<file path="config.mk">
export PLATFORM = sky130hd
export DESIGN_NAME = vec_xfer_engine
export DESIGN_NICKNAME = d
export VERILOG_FILES = /design/src/rtl/vxe_pkg.sv /design/src/rtl/vxe_ptr.sv /design/src/rtl/vxe_wbuf.sv /design/src/rtl/vxe_seq.sv /design/src/rtl/vec_xfer_engine.sv
export SDC_FILE = /design/constraint.sdc
export NUM_CORES = 1
export LEC_CHECK = 0
export BUFFER_PORTS_ARGS = -buffer_cell sky130_fd_sc_hd__buf_2
export CORE_ASPECT_RATIO = 0.75
export CORE_UTILIZATION = 45
export DETAILED_ROUTE_END_ITERATION = 12
export PLACE_DENSITY_LB_ADDON = 0.1
export SETUP_SLACK_MARGIN = 0.3
export SYNTH_ARGS = -nofsm -noshare
export SYNTH_HDL_FRONTEND = slang
export SYNTH_SLANG_ARGS = --single-unit
export TNS_END_PERCENT = 5
</file>
<file path="constraint.sdc">
create_clock -name clk -period 2.9 [get_ports clk]
set_input_delay 0 -clock clk [delete_from_list [all_inputs] [get_ports clk]]
set_output_delay 0 -clock clk [all_outputs]
set_load 0.005 [all_outputs]
</file>
<file path="src/rtl/vxe_pkg.sv">
package vxe_pkg;

  typedef enum logic [2:0] {
    ST_IDLE = 3'd0,
    ST_RD_A = 3'd1,
    ST_RD_B = 3'd2,
    ST_WR_B = 3'd3,
    ST_WR_A = 3'd4,
    ST_FIN  = 3'd5
  } vxe_state_e;

  // Last word index of an element for the chosen precision.
  function automatic logic [1:0] last_word_idx(input logic dbl);
    return dbl ? 2'd3 : 2'd1;
  endfunction

  // log2 of element width in words.
  function automatic int unsigned width_shift(input logic dbl);
    return dbl ? 2 : 1;
  endfunction

endpackage

</file>
<file path="src/rtl/vxe_ptr.sv">
module vxe_ptr #(
  parameter int ADDR_W   = 15,
  parameter int STRIDE_W = 16,
  parameter int IDX_W    = 2
) (
  input  logic                clk,
  input  logic                rst_n,
  input  logic                load,
  input  logic [ADDR_W-1:0]   base,
  input  logic [STRIDE_W-1:0] stride,
  input  logic                dbl,
  input  logic                advance,
  input  logic [IDX_W-1:0]    word_idx,
  output logic [ADDR_W-1:0]   word_addr
);
  import vxe_pkg::*;

  logic [ADDR_W-1:0] ptr_q;
  logic [ADDR_W-1:0] step_q;

  // Signed element stride scaled to words, reduced modulo 2^ADDR_W.
  function automatic logic [ADDR_W-1:0] scale_stride(input logic [STRIDE_W-1:0] s,
                                                     input logic d);
    logic signed [31:0] wide;
    wide = 32'($signed(s));
    return ADDR_W'(wide <<< width_shift(d));
  endfunction

  function automatic logic [ADDR_W-1:0] offset_addr(input logic [ADDR_W-1:0] p,
                                                    input logic [IDX_W-1:0] k);
    return p + ADDR_W'(k);
  endfunction

  always_ff @(posedge clk or negedge rst_n) begin
    if (!rst_n) begin
      ptr_q  <= '0;
      step_q <= '0;
    end else if (load) begin
      ptr_q  <= base;
      step_q <= scale_stride(stride, dbl);
    end else if (advance) begin
      ptr_q  <= ptr_q + step_q;
    end
  end

  assign word_addr = offset_addr(ptr_q, word_idx);

  // the pointer only moves on a load or an element advance.
  p_ptr_frozen_r10: assert property (@(posedge clk) disable iff (!rst_n)
    (!load && !advance) |=> $stable(ptr_q));

endmodule

</file>
<file path="src/rtl/vxe_wbuf.sv">
module vxe_wbuf #(
  parameter int WORD_W = 16,
  parameter int DEPTH  = 4,
  localparam int IDX_W = $clog2(DEPTH)
) (
  input  logic              clk,
  input  logic              rst_n,
  input  logic              wr_en,
  input  logic [IDX_W-1:0]  wr_idx,
  input  logic [WORD_W-1:0] wr_data,
  input  logic [IDX_W-1:0]  rd_idx,
  output logic [WORD_W-1:0] rd_data
);
  logic [WORD_W-1:0] slot_q [DEPTH];

  for (genvar g = 0; g < DEPTH; g++) begin : g_slot
    always_ff @(posedge clk or negedge rst_n) begin
      if (!rst_n)
        slot_q[g] <= '0;
      else if (wr_en && wr_idx == IDX_W'(g))
        slot_q[g] <= wr_data;
    end
  end

  assign rd_data = slot_q[rd_idx];

endmodule

</file>
<file path="src/rtl/vxe_seq.sv">
module vxe_seq #(
  parameter int CNT_W = 16,
  parameter int IDX_W = 2
) (
  input  logic                 clk,
  input  logic                 rst_n,
  input  logic                 start,
  input  logic [CNT_W-1:0]     count,
  input  logic                 dbl,
  input  logic                 swap,
  input  logic                 mem_ready,
  output vxe_pkg::vxe_state_e  state,
  output logic [IDX_W-1:0]     word_idx,
  output logic                 dbl_r,
  output logic                 swap_r,
  output logic                 load,
  output logic                 advance,
  output logic                 hs,
  output logic                 mem_req,
  output logic                 mem_we,
  output logic                 busy,
  output logic                 done
);
  import vxe_pkg::*;

  vxe_state_e       state_q, state_d;
  logic [CNT_W-1:0] left_q;
  logic [IDX_W-1:0] widx_q;
  logic             last_word;
  logic             last_elem;
  logic             nonpos;

  function automatic logic is_nonpos(input logic [CNT_W-1:0] c);
    return c[CNT_W-1] || (c == '0);
  endfunction

  assign nonpos    = is_nonpos(count);
  assign busy      = (state_q != ST_IDLE);
  assign done      = (state_q == ST_FIN);
  assign load      = start && !busy;
  assign mem_req   = (state_q == ST_RD_A) || (state_q == ST_RD_B) ||
                     (state_q == ST_WR_B) || (state_q == ST_WR_A);
  assign mem_we    = (state_q == ST_WR_B) || (state_q == ST_WR_A);
  assign hs        = mem_req && mem_ready;
  assign last_word = (widx_q == IDX_W'(last_word_idx(dbl_r)));
  assign last_elem = (left_q == CNT_W'(1));
  assign advance   = hs && last_word &&
                     ((state_q == ST_WR_A) || (state_q == ST_WR_B && !swap_r));

  always_comb begin
    state_d = state_q;
    unique case (state_q)
      ST_IDLE: if (start) state_d = nonpos ? ST_FIN : ST_RD_A;
      ST_RD_A: if (hs && last_word) state_d = ST_RD_B;
      ST_RD_B: if (hs && last_word) state_d = ST_WR_B;
      ST_WR_B: if (hs && last_word)
                 state_d = swap_r ? ST_WR_A : (last_elem ? ST_FIN : ST_RD_A);
      ST_WR_A: if (hs && last_word) state_d = last_elem ? ST_FIN : ST_RD_A;
      ST_FIN:  state_d = ST_IDLE;
      default: state_d = ST_IDLE;
    endcase
  end

  always_ff @(posedge clk or negedge rst_n) begin
    if (!rst_n) begin
      state_q <= ST_IDLE;
      left_q  <= '0;
      widx_q  <= '0;
      dbl_r   <= 1'b0;
      swap_r  <= 1'b0;
    end else begin
      state_q <= state_d;
      if (load) begin
        left_q <= count;
        widx_q <= '0;
        dbl_r  <= dbl;
        swap_r <= swap;
      end else begin
        if (advance) left_q <= left_q - CNT_W'(1);
        if (hs) widx_q <= last_word ? '0 : widx_q + IDX_W'(1);
      end
    end
  end

  assign state    = state_q;
  assign word_idx = widx_q;

  // an idle engine issues no memory request.
  p_idle_quiet_r1: assert property (@(posedge clk) disable iff (!rst_n)
    !busy |-> !mem_req);

  // a non-positive count completes in the following cycle.
  p_nonpos_done_r2: assert property (@(posedge clk) disable iff (!rst_n)
    (start && !busy && nonpos) |=> (done && !mem_req));

  // the word index never passes the element width.
  p_word_range_r3: assert property (@(posedge clk) disable iff (!rst_n)
    mem_req |-> (widx_q <= IDX_W'(last_word_idx(dbl_r))));

  // done lasts a single cycle and is followed by idle.
  p_done_pulse_r9: assert property (@(posedge clk) disable iff (!rst_n)
    done |=> (!done && !busy));

  // a start during a run leaves the sequence untouched.
  p_start_ignored_r10: assert property (@(posedge clk) disable iff (!rst_n)
    (start && busy && !hs && !done) |=> ($stable(state_q) && $stable(widx_q) && $stable(left_q)));

endmodule

</file>
<file path="src/rtl/vec_xfer_engine.sv">
module vec_xfer_engine #(
  parameter int ADDR_W    = 15,
  parameter int WORD_W    = 16,
  parameter int STRIDE_W  = 16,
  parameter int CNT_W     = 16,
  parameter int MAX_WORDS = 4,
  localparam int IDX_W    = $clog2(MAX_WORDS),
  localparam int NPTR     = 2
) (
  input  logic                clk,
  input  logic                rst_n,
  input  logic                start,
  input  logic [ADDR_W-1:0]   cmd_base_a,
  input  logic [ADDR_W-1:0]   cmd_base_b,
  input  logic [STRIDE_W-1:0] cmd_stride_a,
  input  logic [STRIDE_W-1:0] cmd_stride_b,
  input  logic [CNT_W-1:0]    cmd_count,
  input  logic                cmd_dbl,
  input  logic                cmd_swap,
  output logic                busy,
  output logic                done,
  output logic                mem_req,
  output logic                mem_we,
  output logic [ADDR_W-1:0]   mem_addr,
  output logic [WORD_W-1:0]   mem_wdata,
  input  logic                mem_ready,
  input  logic [WORD_W-1:0]   mem_rdata
);
  import vxe_pkg::*;

  vxe_state_e        state;
  logic [IDX_W-1:0]  word_idx;
  logic              dbl_r, swap_r, load, advance, hs;
  logic [ADDR_W-1:0]   base_v   [NPTR];
  logic [STRIDE_W-1:0] stride_v [NPTR];
  logic [ADDR_W-1:0]   waddr_v  [NPTR];
  logic [WORD_W-1:0]   held_v   [NPTR];
  logic                cap_v    [NPTR];

  assign base_v[0]   = cmd_base_a;
  assign base_v[1]   = cmd_base_b;
  assign stride_v[0] = cmd_stride_a;
  assign stride_v[1] = cmd_stride_b;
  assign cap_v[0]    = hs && (state == ST_RD_A);
  assign cap_v[1]    = hs && (state == ST_RD_B);

  vxe_seq #(.CNT_W(CNT_W), .IDX_W(IDX_W)) u_seq (
    .clk      (clk),
    .rst_n    (rst_n),
    .start    (start),
    .count    (cmd_count),
    .dbl      (cmd_dbl),
    .swap     (cmd_swap),
    .mem_ready(mem_ready),
    .state    (state),
    .word_idx (word_idx),
    .dbl_r    (dbl_r),
    .swap_r   (swap_r),
    .load     (load),
    .advance  (advance),
    .hs       (hs),
    .mem_req  (mem_req),
    .mem_we   (mem_we),
    .busy     (busy),
    .done     (done)
  );

  for (genvar g = 0; g < NPTR; g++) begin : g_lane
    vxe_ptr #(.ADDR_W(ADDR_W), .STRIDE_W(STRIDE_W), .IDX_W(IDX_W)) u_ptr (
      .clk      (clk),
      .rst_n    (rst_n),
      .load     (load),
      .base     (base_v[g]),
      .stride   (stride_v[g]),
      .dbl      (cmd_dbl),
      .advance  (advance),
      .word_idx (word_idx),
      .word_addr(waddr_v[g])
    );

    vxe_wbuf #(.WORD_W(WORD_W), .DEPTH(MAX_WORDS)) u_buf (
      .clk    (clk),
      .rst_n  (rst_n),
      .wr_en  (cap_v[g]),
      .wr_idx (word_idx),
      .wr_data(mem_rdata),
      .rd_idx (word_idx),
      .rd_data(held_v[g])
    );
  end

  // Lane A addresses the RD_A and WR_A phases, lane B the others.
  assign mem_addr  = ((state == ST_RD_A) || (state == ST_WR_A)) ? waddr_v[0] : waddr_v[1];
  // Lane B receives lane A's element; lane A receives lane B's.
  assign mem_wdata = (state == ST_WR_B) ? held_v[0] : held_v[1];

  // a stalled request holds every field.
  p_req_hold_r8: assert property (@(posedge clk) disable iff (!rst_n)
    (mem_req && !mem_ready) |=> (mem_req && $stable(mem_addr) && $stable(mem_we) && $stable(mem_wdata)));

  // the first vector is written only in exchange mode.
  p_wr_a_swap_only_r5: assert property (@(posedge clk) disable iff (!rst_n)
    (mem_req && mem_we && mem_addr == waddr_v[0] && state == ST_WR_A) |-> swap_r);

  // a write follows the reads of the same element.
  p_write_after_reads_r4: assert property (@(posedge clk) disable iff (!rst_n)
    (mem_we && $rose(mem_we)) |-> $past(state == ST_RD_B));

endmodule

</file>
* Word-level counts from Yosys, hierarchy flattened
Cells that the tools add are included.
** Operators by class
- $lt $le $gt $ge :: 1
- Reduce and logical (&&, ||, !) cells :: 31
- $add $sub $neg :: 6
- Shift-type cells :: 2
- Bitwise operators :: 1
- Equality and inequality tests :: 15
- Muxes and demuxes :: 28
** Operator list (number)
- 2-to-1 mux 16 bit :: 7
- 2-to-1 mux 15 bit :: 5
- binary-select mux 16 bit (select 2 bit) :: 2
- <<< shifter 16 x 2 -> 15 bit :: 2
- adder 15 bit :: 2
- adder 15 x 2 -> 15 bit :: 2
- 2-to-1 mux 3 bit :: 8
- equality test 16 x 1 -> 1 bit (second input constant) :: 1
- logical NOT 16 bit :: 1
- subtractor 16 x 1 -> 16 bit (second input constant) :: 1
- logical AND 1 bit :: 15
- one-hot mux 3 bit (5 select lines) :: 1
- 2-to-1 mux 2 bit :: 5
- inequality test 2 x 1 -> 1 bit (second input constant) :: 4
- logical OR 1 bit :: 7
- equality test 3 x 2 -> 1 bit (second input constant) :: 2
- equality test 3 bit (second input constant) :: 2
- AND reduction 5 bit :: 1
- equality test 2 bit (second input constant) :: 2
- nonzero test 2 bit :: 2
- equality test 3 x 1 -> 1 bit (second input constant) :: 1
- greater-or-equal comparator 3 bit (second input constant) :: 1
- logical NOT 3 bit :: 1
- NOT 2 -> 3 bit :: 1
- other kinds (7) :: 8
** Word-level totals
- Logic and storage cells :: 101
- Flip-flop bits (word level) :: 211

* Depth between registers and ports, before layout
Gate-level depths: netlist of the first run.
- Depth after elaboration :: 9
- Gate-level depth with buffers :: 14
- Gate-level depth less buffers :: 10

* Modules after synthesis
From an unflattened synthesis of the first run, not the netlist that was laid out.
** Unflattened totals
- Cell total of the unflattened synthesis :: 1039
- Area, all modules :: 11976.5 um2
** By module, submodules not included
- vxe_wbuf :: cells an instance 156, area each 2792.7 um2, times used 2, seq. area each 1601.5 um2
- vxe_ptr :: cells an instance 258, area each 2262.2 um2, times used 2, seq. area each 750.7 um2
- vxe_seq :: cells an instance 173, area each 1436.4 um2, times used 1, seq. area each 575.6 um2
- vec_xfer_engine :: cells an instance 38, area each 430.4 um2, times used 1, seq. area each 0.0 um2

* Worst setup path before layout of the first run
OpenSTA, ideal clock, no wires.
- Path kind :: flip-flop to output port
- Start :: register u_seq.state_q[1], in the netlist u_seq.state[1]
- End :: output port mem_addr[14]
- Stages on the path, launching flop included :: 14
- Required time :: 2900 ps
- Buffers on the path :: 4
- Arrival time :: 2832 ps
- Slack :: 68 ps
- Path through :: dfrtp_1 buf_4 inv_1 and2_1 buf_4 buf_6 buf_4 mux2_2 ha_1 fa_1 a21boi_1 nand3_1 xor2_1 mux2i_1
** Between the ends
- Cells in the longest elaborated chain, start to end :: 3
- Elaborated cells between the ends (all ways) :: 4
** Ends and longest elaborated chain
- start: declaration :: RTL line vxe_seq.sv:26 : vxe_state_e state_q, state_d;
- start signal: assignment :: RTL line vxe_seq.sv:72 : state_q <= state_d;
- equality test 3 x 1 -> 1 bit / equality test 3 bit (equally long branches) :: RTL line vec_xfer_engine.sv:93 : assign mem_addr = ((state == ST_RD_A) || (state == ST_WR_A)) ? waddr_v[0] : waddr_v[1];
- logical OR 1 bit * :: RTL line vec_xfer_engine.sv:93
- 2-to-1 mux 15 bit * :: RTL line vec_xfer_engine.sv:93
- end: declaration :: RTL line vec_xfer_engine.sv:24 : output logic [ADDR_W-1:0] mem_addr,
Mark *: on every way between the ends. The rest lies on a longest branch, timed or not.

* Worst setup path after layout of the first run
- Start :: register u_seq.state_q[0], in the netlist u_seq.state[0]
- End :: output port mem_addr[10]
Same word-level chain as after synthesis.

==> flow_summary_export.csv, run 1 <==
group,metric,value,unit
synth,synth_area_leader_cell,"dfrtp_1",
synth,yosysUniqueCellTypes,63,
cts,numCtsBuffers,23,
synth,synth_most_common_cell,"dfrtp_1",
sta,timing.fmax,0.3675,GHz
synth,synth_fa_ha_area_share,4.401,%
synth,synth_xor_xnor_area_share,3.387,%
global_route,antenna_found_initial,1,
floorplan,die_w,187.4,um
synth,ys_top_cells_by_count,"dfrtp_1, mux2_2, nand2_1",
synth,syn_nets,1138,
cts,clkSinkCount,211,
worst_setup_path,r2r_slack,500,ps
placement,gp_congestion,0.8417,
synth,synth_top_cell_area_share,45.52,%
placement,io_buffers,130,
floorplan,die_area,26430,um2
pwr,power_density,1119,nW/um2
sta,setup_viol,0,
synth,ys_ff_latch,211,
worst_setup_path,r2r_cells,9,
floorplan,io_pins,135,
synth,synth_edf_count,0,
run_status,status,"finished clean",
worst_setup_path,endpoint_kind,"output pin",
cts,clk_pin_slew,60,ps
synth,yosys-mux-area-fraction,23.92,%
floorplan,die_h,141.0,um
synth,avgSynthCellArea,11.61,um2
cts,worstSkewPairLatency,510,ps
layout,final_cell_area,14530,um2
synth,synth-async-reset-ratio,100.0,%
placement,placed_cell_area,12610,um2
synth,yosysSeqAreaShare,45.52,%
global_route,grt_pass1_vias,8548,
worst_setup_path,cp.required,2900,ps
flow_run,cap_violations,0,
cts,cts_tree,"built",
drt,drtIter0Drc,460,
worst_setup_path,crit_type,"reg -> out",
floorplan,coreArea,25150,um2
sta,hold_viol,0,
layout,nNetsFinal,1370,
sta,fin_crit_sh,93.83,%
global_route,overflow,0,
drt,detail_route.first_pass.iterations,5,
sta,skew,15.91,ps
min_path,hold_depth,6,
placement,dpl_worst_slack,313.6,ps
sta,setup_slack,178.9,ps
worst_setup_path,start_kind,"flop",
layout,area_growth,25.24,%
synth,synthCells,999,
synth,synth-compound-area-share,10.28,%
synth,ys_top_cells_by_area,"dfrtp_1, mux2_2, mux4_2",
drt,vias,8649,
floorplan,start_util,46.12,%
synth,synthFlopType,"dfrtp_1",
synth,yosys.area_share.simple,9.611,%
drt,wl_per_cell,18.77,um
sta,finalCriticalPeriod,2721,ps
worst_setup_path,path_max_fanout,4,
sta,finalSetupTns,0,ps
pwr,leakagePower,6.488,nW
drt,drt-total-wl,29.72,mm
drt,avgViaCountPerCell,5.464,
global_route,track_usage,22.93,%
synth,synth_warnings,0,
drt,drc_errors,0,
floorplan,rows,50,
sta,slew_headroom,32.65,%
worst_setup_path,arrival,2720,ps
sta,rsz0062_at_grt,"yes",
global_route,grt_start_max_net_pins,78,
sta,worst_slew_pin_slew,1009,ps
placement,placed_cells,1436,
cts,cts-root-buf,"clkbuf_16",
cts,cts.path.max_buffers,3,
synth,synth_top_family_by_area,"multiplexers",
sta,slew_viol_final,0,
cts,htreeDepth,1,
pwr,peakVddDrop,608.7,uV
drt,ant_nets,0,
synth,synth_area,11600,um2
layout,drive_gt1_share,32.32,%
min_path,hold_path.class,"in -> reg",
placement,hpwlAfterDp,19.41,mm
global_route,grt_pass1_wl,47.75,mm
layout,layout.cells.non_filler,1583,
sequential cells by signal, summed over array words and instances (netlist names):
name and cells:
g_lane.u_ptr.ptr_q 30, u_seq.left_q 16, u_seq.state 3, u_seq.dbl_r 1
g_lane.u_ptr.step_q 30, g_lane.u_buf.slot_q 128, u_seq.word_idx 2, u_seq.swap_r 1
metal layers:
| metal | routed length [um] | share of wire, % | track usage, % |
|---|---|---|---|
| met1 | 15350 | 52 | 36.12 |
| met2 | 12740 | 43 | 33.57 |
| met3 | 1292 | 4.3 | 3.361 |
| met4 | 331 | 1.1 | 3.894 |
| met5 | 0 | 0 | 0 |
critical path: stages, from the launching register on:
cell	delay, ps
dfrtp_1	410
xor2_2	190
and2_4	190
mux2_4	310
ha_4	170
fa_2	340
buf_4	160
nand2_1	110
nor2_1	70
xnor2_1	140
buf_2	130
power by group:
part           internal [mW]  switching (mW)  leakage, nW
Combinational           4.07            3.75         3.51
Clock                   1.90            1.16        0.381
Sequential              4.35            1.02         2.59
cells in the final DEF (no fill, tap or decap), types with 6 or more instances in the layout:
| cell type | instances |
|---|---|
| a22oi_1 | 12 |
| dfrtp_1 | 209 |
| o211ai_1 | 14 |
| nand2_1 | 85 |
| nand4_1 | 7 |
| o21ai_0 | 70 |
| dlygate4sd3_1 | 104 |
| buf_4 | 23 |
| xnor2_1 | 14 |
| mux2i_1 | 41 |
| buf_2 | 129 |
| and2_1 | 8 |
| nor3_1 | 8 |
| inv_1 | 13 |
| a21oi_1 | 43 |
| nand2b_1 | 7 |
| nand3_1 | 19 |
| nor2_1 | 42 |
| clkbuf_16 | 23 |
| o22ai_1 | 7 |
| and3_1 | 11 |
| a211oi_1 | 6 |
| mux4_2 | 32 |
| nand2_2 | 10 |
| xor2_1 | 28 |
| mux2_2 | 145 |
| ha_1 | 35 |
logic make-up after synthesis:
group / Yosys count
and+or+nand+nor: 225
muxes: 219
DFF: 211
AOI/OAI and AO/OA: 194
buffers and inverters: 67
xor gates and xnor gates: 44
adders and majority gates: 39
what timing repair did:
| item | 4_1_cts | 5_1_grt |
|---|---|---|
| pin swaps | 6 | 2 |
| hold buffers | 104 | 0 |
| hold endpoints to repair | 306 | 0 |
| setup buffers | 4 | 0 |
| setup endpoints to repair | 14 | 13 |
| gates resized for setup | 12 | 2 |
stage by stage:
step / util, % / hold WS [ps] / total power, mW
after floorplan: - / -295.6 / 10.80
after global placement: 50.12 / 30.25 / 12.80
after detailed placement: 50.12 / 39.95 / 12.92
after CTS: 57.73 / 7.960 / 16.33
after global routing: 57.77 / 67.17 / 17.49
final: 57.77 / 18.44 / 16.25
path summary, 6_finish.rpt:
path / startpoint / endpoint
min in group asynchronous: rst_n / g_lane[1].u_buf.slot_q[35]$_DFFE_PN0P_
max in group asynchronous: rst_n / g_lane[0].u_ptr.ptr_q[5]$_DFFE_PN0P_
worst min register to register: g_lane[0].u_ptr.step_q[0]$_DFFE_PN0P_ / g_lane[0].u_ptr.step_q[0]$_DFFE_PN0P_
worst min-delay path: start / u_seq.state[0]$_DFFE_PN0P_
worst max register to register: g_lane[1].u_ptr.ptr_q[0]$_DFFE_PN0P_ / g_lane[1].u_ptr.ptr_q[14]$_DFFE_PN0P_
worst max-delay path: u_seq.state[0]$_DFFE_PN0P_ / mem_addr[10]
area by class of cell:
| type | count | area, um2 |
|---|---|---|
| diodes | 1 | 2.502 |
| clock buffers | 31 | 645.6 |
| clock inverters | 7 | 137.6 |
| fillers | 2152 | 10620 |
| inverters | 14 | 52.55 |
| multi-input cells | 721 | 6051 |
| flip-flops and latches | 211 | 5283 |
| well taps | 338 | 422.9 |
| repair buffers | 260 | 1933 |
Power figures use the tool's default switching activity.
==> run 2, diff against run 1 <==
clock period = 3.45 ns   (was 2.9 ns; I/O delays follow)
==> run 2 against run 1 <==
Sequential power down 16%; die area stayed put; clock skew rose by 2.2 ps; core utilization shrank 0.099 points; clock-buffer cell count is 5 lower; global-route usage is 0.14 points lower; non-clock buffer count decreased by 6; worst setup slack better by 270 ps; first-iteration DRC count is 3.9% lower; sequential share of layout area grew 0.063 points; largest power group unchanged.
==> flow_summary_export.csv, run 2 (synthesized netlist as in run 1, its figures left out) <==
group,metric,value,unit
drt,detail_route.first_pass.iterations,4,
sta,hold_viol,0,
drt,drt-total-wl,29.46,mm
cts,cts.path.max_buffers,3,
pwr,power.internal,8.740,mW
layout,nNetsFinal,1364,
layout,area_growth,25.02,%
global_route,grt_start_max_net_pins,108,
sta,fin_crit_sh,86.89,%
global_route,grt_pass1_wl,47.80,mm
sta,worst_slew_pin_slew,925.1,ps
global_route,overflow,0,
global_route,busiest_layer,"met1",
floorplan,die_h,141.0,um
sta,finalSetupTns,0,ps
layout,final_common_cell,"dfrtp_1",
pwr,combPwrFrac,47.0,%
cts,cts-root-buf,"clkbuf_16",
pwr,p_clk_share,20.2,%
worst_setup_path,endpoint_kind,"output pin",
min_path,hold_path.class,"in -> reg",
floorplan,rows,50,
worst_setup_path,crit_type,"reg -> out",
worst_setup_path,path_max_fanout,5,
cts,cts_tree,"built",
layout,layout_common_cells,"dfrtp_1, mux2_2, buf_2",
cts,numCtsBuffers,23,
layout,reg.largest.list,"g_lane.u_buf.slot_q (128), g_lane.u_ptr.ptr_q (30), g_lane.u_ptr.step_q (30)",
drt,drc_errors,0,
global_route,antenna_found_initial,1,
drt,ant_nets,0,
pwr,power_density,950.3,nW/um2
layout,fillers,2176,
layout,drive_gt1_share,31.85,%
cts,worstSkewPairLatency,510,ps
sta,finalCriticalPeriod,2998,ps
global_route,use_met2,34.44,%
layout,top_register,"g_lane.u_buf.slot_q",
layout,largest_reg_flops,128,
floorplan,start_util,46.12,%
cts,htreeDepth,1,
placement,dpl_worst_slack,754.8,ps
layout,multiInputGateArea,6006,um2
floorplan,io_pins,135,
global_route,track_usage,22.79,%
drt,drtIter0Drc,442,
pwr,power_frac_seq,32.8,%
worst_setup_path,cp.required,3450,ps
run_status,status,"finished clean",
pwr,netSwitchingFraction,36.58,%
worst_setup_path,arrival,3000,ps
pwr,peakVddDrop,462.1,uV
floorplan,die_w,187.4,um
sta,skew,18.15,ps
sta,rsz0062_at_grt,"no",
drt,wl_per_cell,18.66,um
sta,whs,33.01,ps
global_route,gr-usage-met3,2.788,%
drt,avgViaCountPerCell,5.458,
global_route,grt_pass1_vias,8719,
placement,placed_cells,1433,
pwr,p_switching,5.042,mW
placement,io_buffers,130,
sta,setup_slack,452.5,ps
sta,slew_viol_final,0,
sta,slew_headroom,38.14,%
pwr,leakagePower,6.482,nW
floorplan,die_area,26430,um2
floorplan,coreArea,25150,um2
global_route,grt_util_met1,34.97,%
placement,gp_congestion,0.8639,
pwr,total_power,13.78,mW
layout,regArea,5283,um2
cts,clkSinkCount,211,
placement,hpwlAfterDp,19.12,mm
drt,vias,8618,
sta,setup_viol,0,
layout,layout.cells.non_filler,1579,
flow_run,cap_violations,0,
worst_setup_path,start_kind,"flop",
sta,timing.fmax,0.3336,GHz
cts,clk_pin_slew,60,ps
[run 2: path summary, 6_finish.rpt]
kind                                                             from                                      to  slack [ps]  depth (start not counted)
worst max-delay path                       u_seq.state[2]$_DFFE_PN0P_                            mem_addr[14]         450                         10
worst min-delay path                                            start             u_seq.left_q[0]$_DFFE_PN0P_          30                          4
worst max register to register             u_seq.state[2]$_DFFE_PN0P_             u_seq.left_q[8]$_DFFE_PN0P_         920                          8
worst min register to register  g_lane[1].u_ptr.step_q[5]$_DFFE_PN0P_   g_lane[1].u_ptr.step_q[5]$_DFFE_PN0P_         490                          2
max in group asynchronous                                       rst_n   g_lane[0].u_buf.slot_q[4]$_DFFE_PN0P_        2450                          3
min in group asynchronous                                       rst_n  g_lane[0].u_ptr.step_q[10]$_DFFE_PN0P_         180                          2
[run 2: routing by layer]
layer  wire length, um  vias to the layer above
met5                 0                        -
met4               470                        0
met3              1132                       37
met2             12580                      161
met1             15280                     4284
li1                  -                     4136
[run 2: worst max-delay path: stages, from the launching register on]
cell and delay, ps:
dfrtp_1 410, xor2_2 230, and2_4 190, mux2_2 330, ha_1 250, fa_2 400, a21boi_2 200, nand3_1 110
xor2_1 160, mux2i_1 90, buf_2 130
[run 2: power by group through the flow]
stage	registers, mW	logic (mW)	clock network [mW]
after floorplan	4.20	4.86	0
after detailed placement	4.53	6.35	0
after global routing	4.68	7.16	2.93
after CTS	4.51	6.48	2.84
final	4.53	6.48	2.78
after global placement	4.51	6.25	0
[run 2: what timing repair did]
item | CTS | global route
setup endpoints to repair | 3 | 8
hold endpoints to repair | 308 | 0
pin swaps | 0 | 2
setup buffers | 0 | 1
gates resized for setup | 2 | 4
hold buffers | 104 | 0
[run 2: per-stage QoR]
| step | utilization, % | area [um2] |
|---|---|---|
| 2_1_floorplan | - | 11600 |
| 3_3_place_gp | 50.00 | 12570 |
| 3_5_place_dp | 50.00 | 12570 |
| 4_1_cts | 57.58 | 14480 |
| 5_1_grt | 57.67 | 14500 |
| 6_report | 57.67 | 14500 |
[run 2: final cells by class]
cell class	instances	area share, %
well taps	338	2.916
inverters	14	0.3623
diodes	1	0.01725
clock buffers	26	4.253
multi-input cells	721	41.41
flip-flops and latches	211	36.42
clock inverters	14	1.631
repair buffers	254	12.98
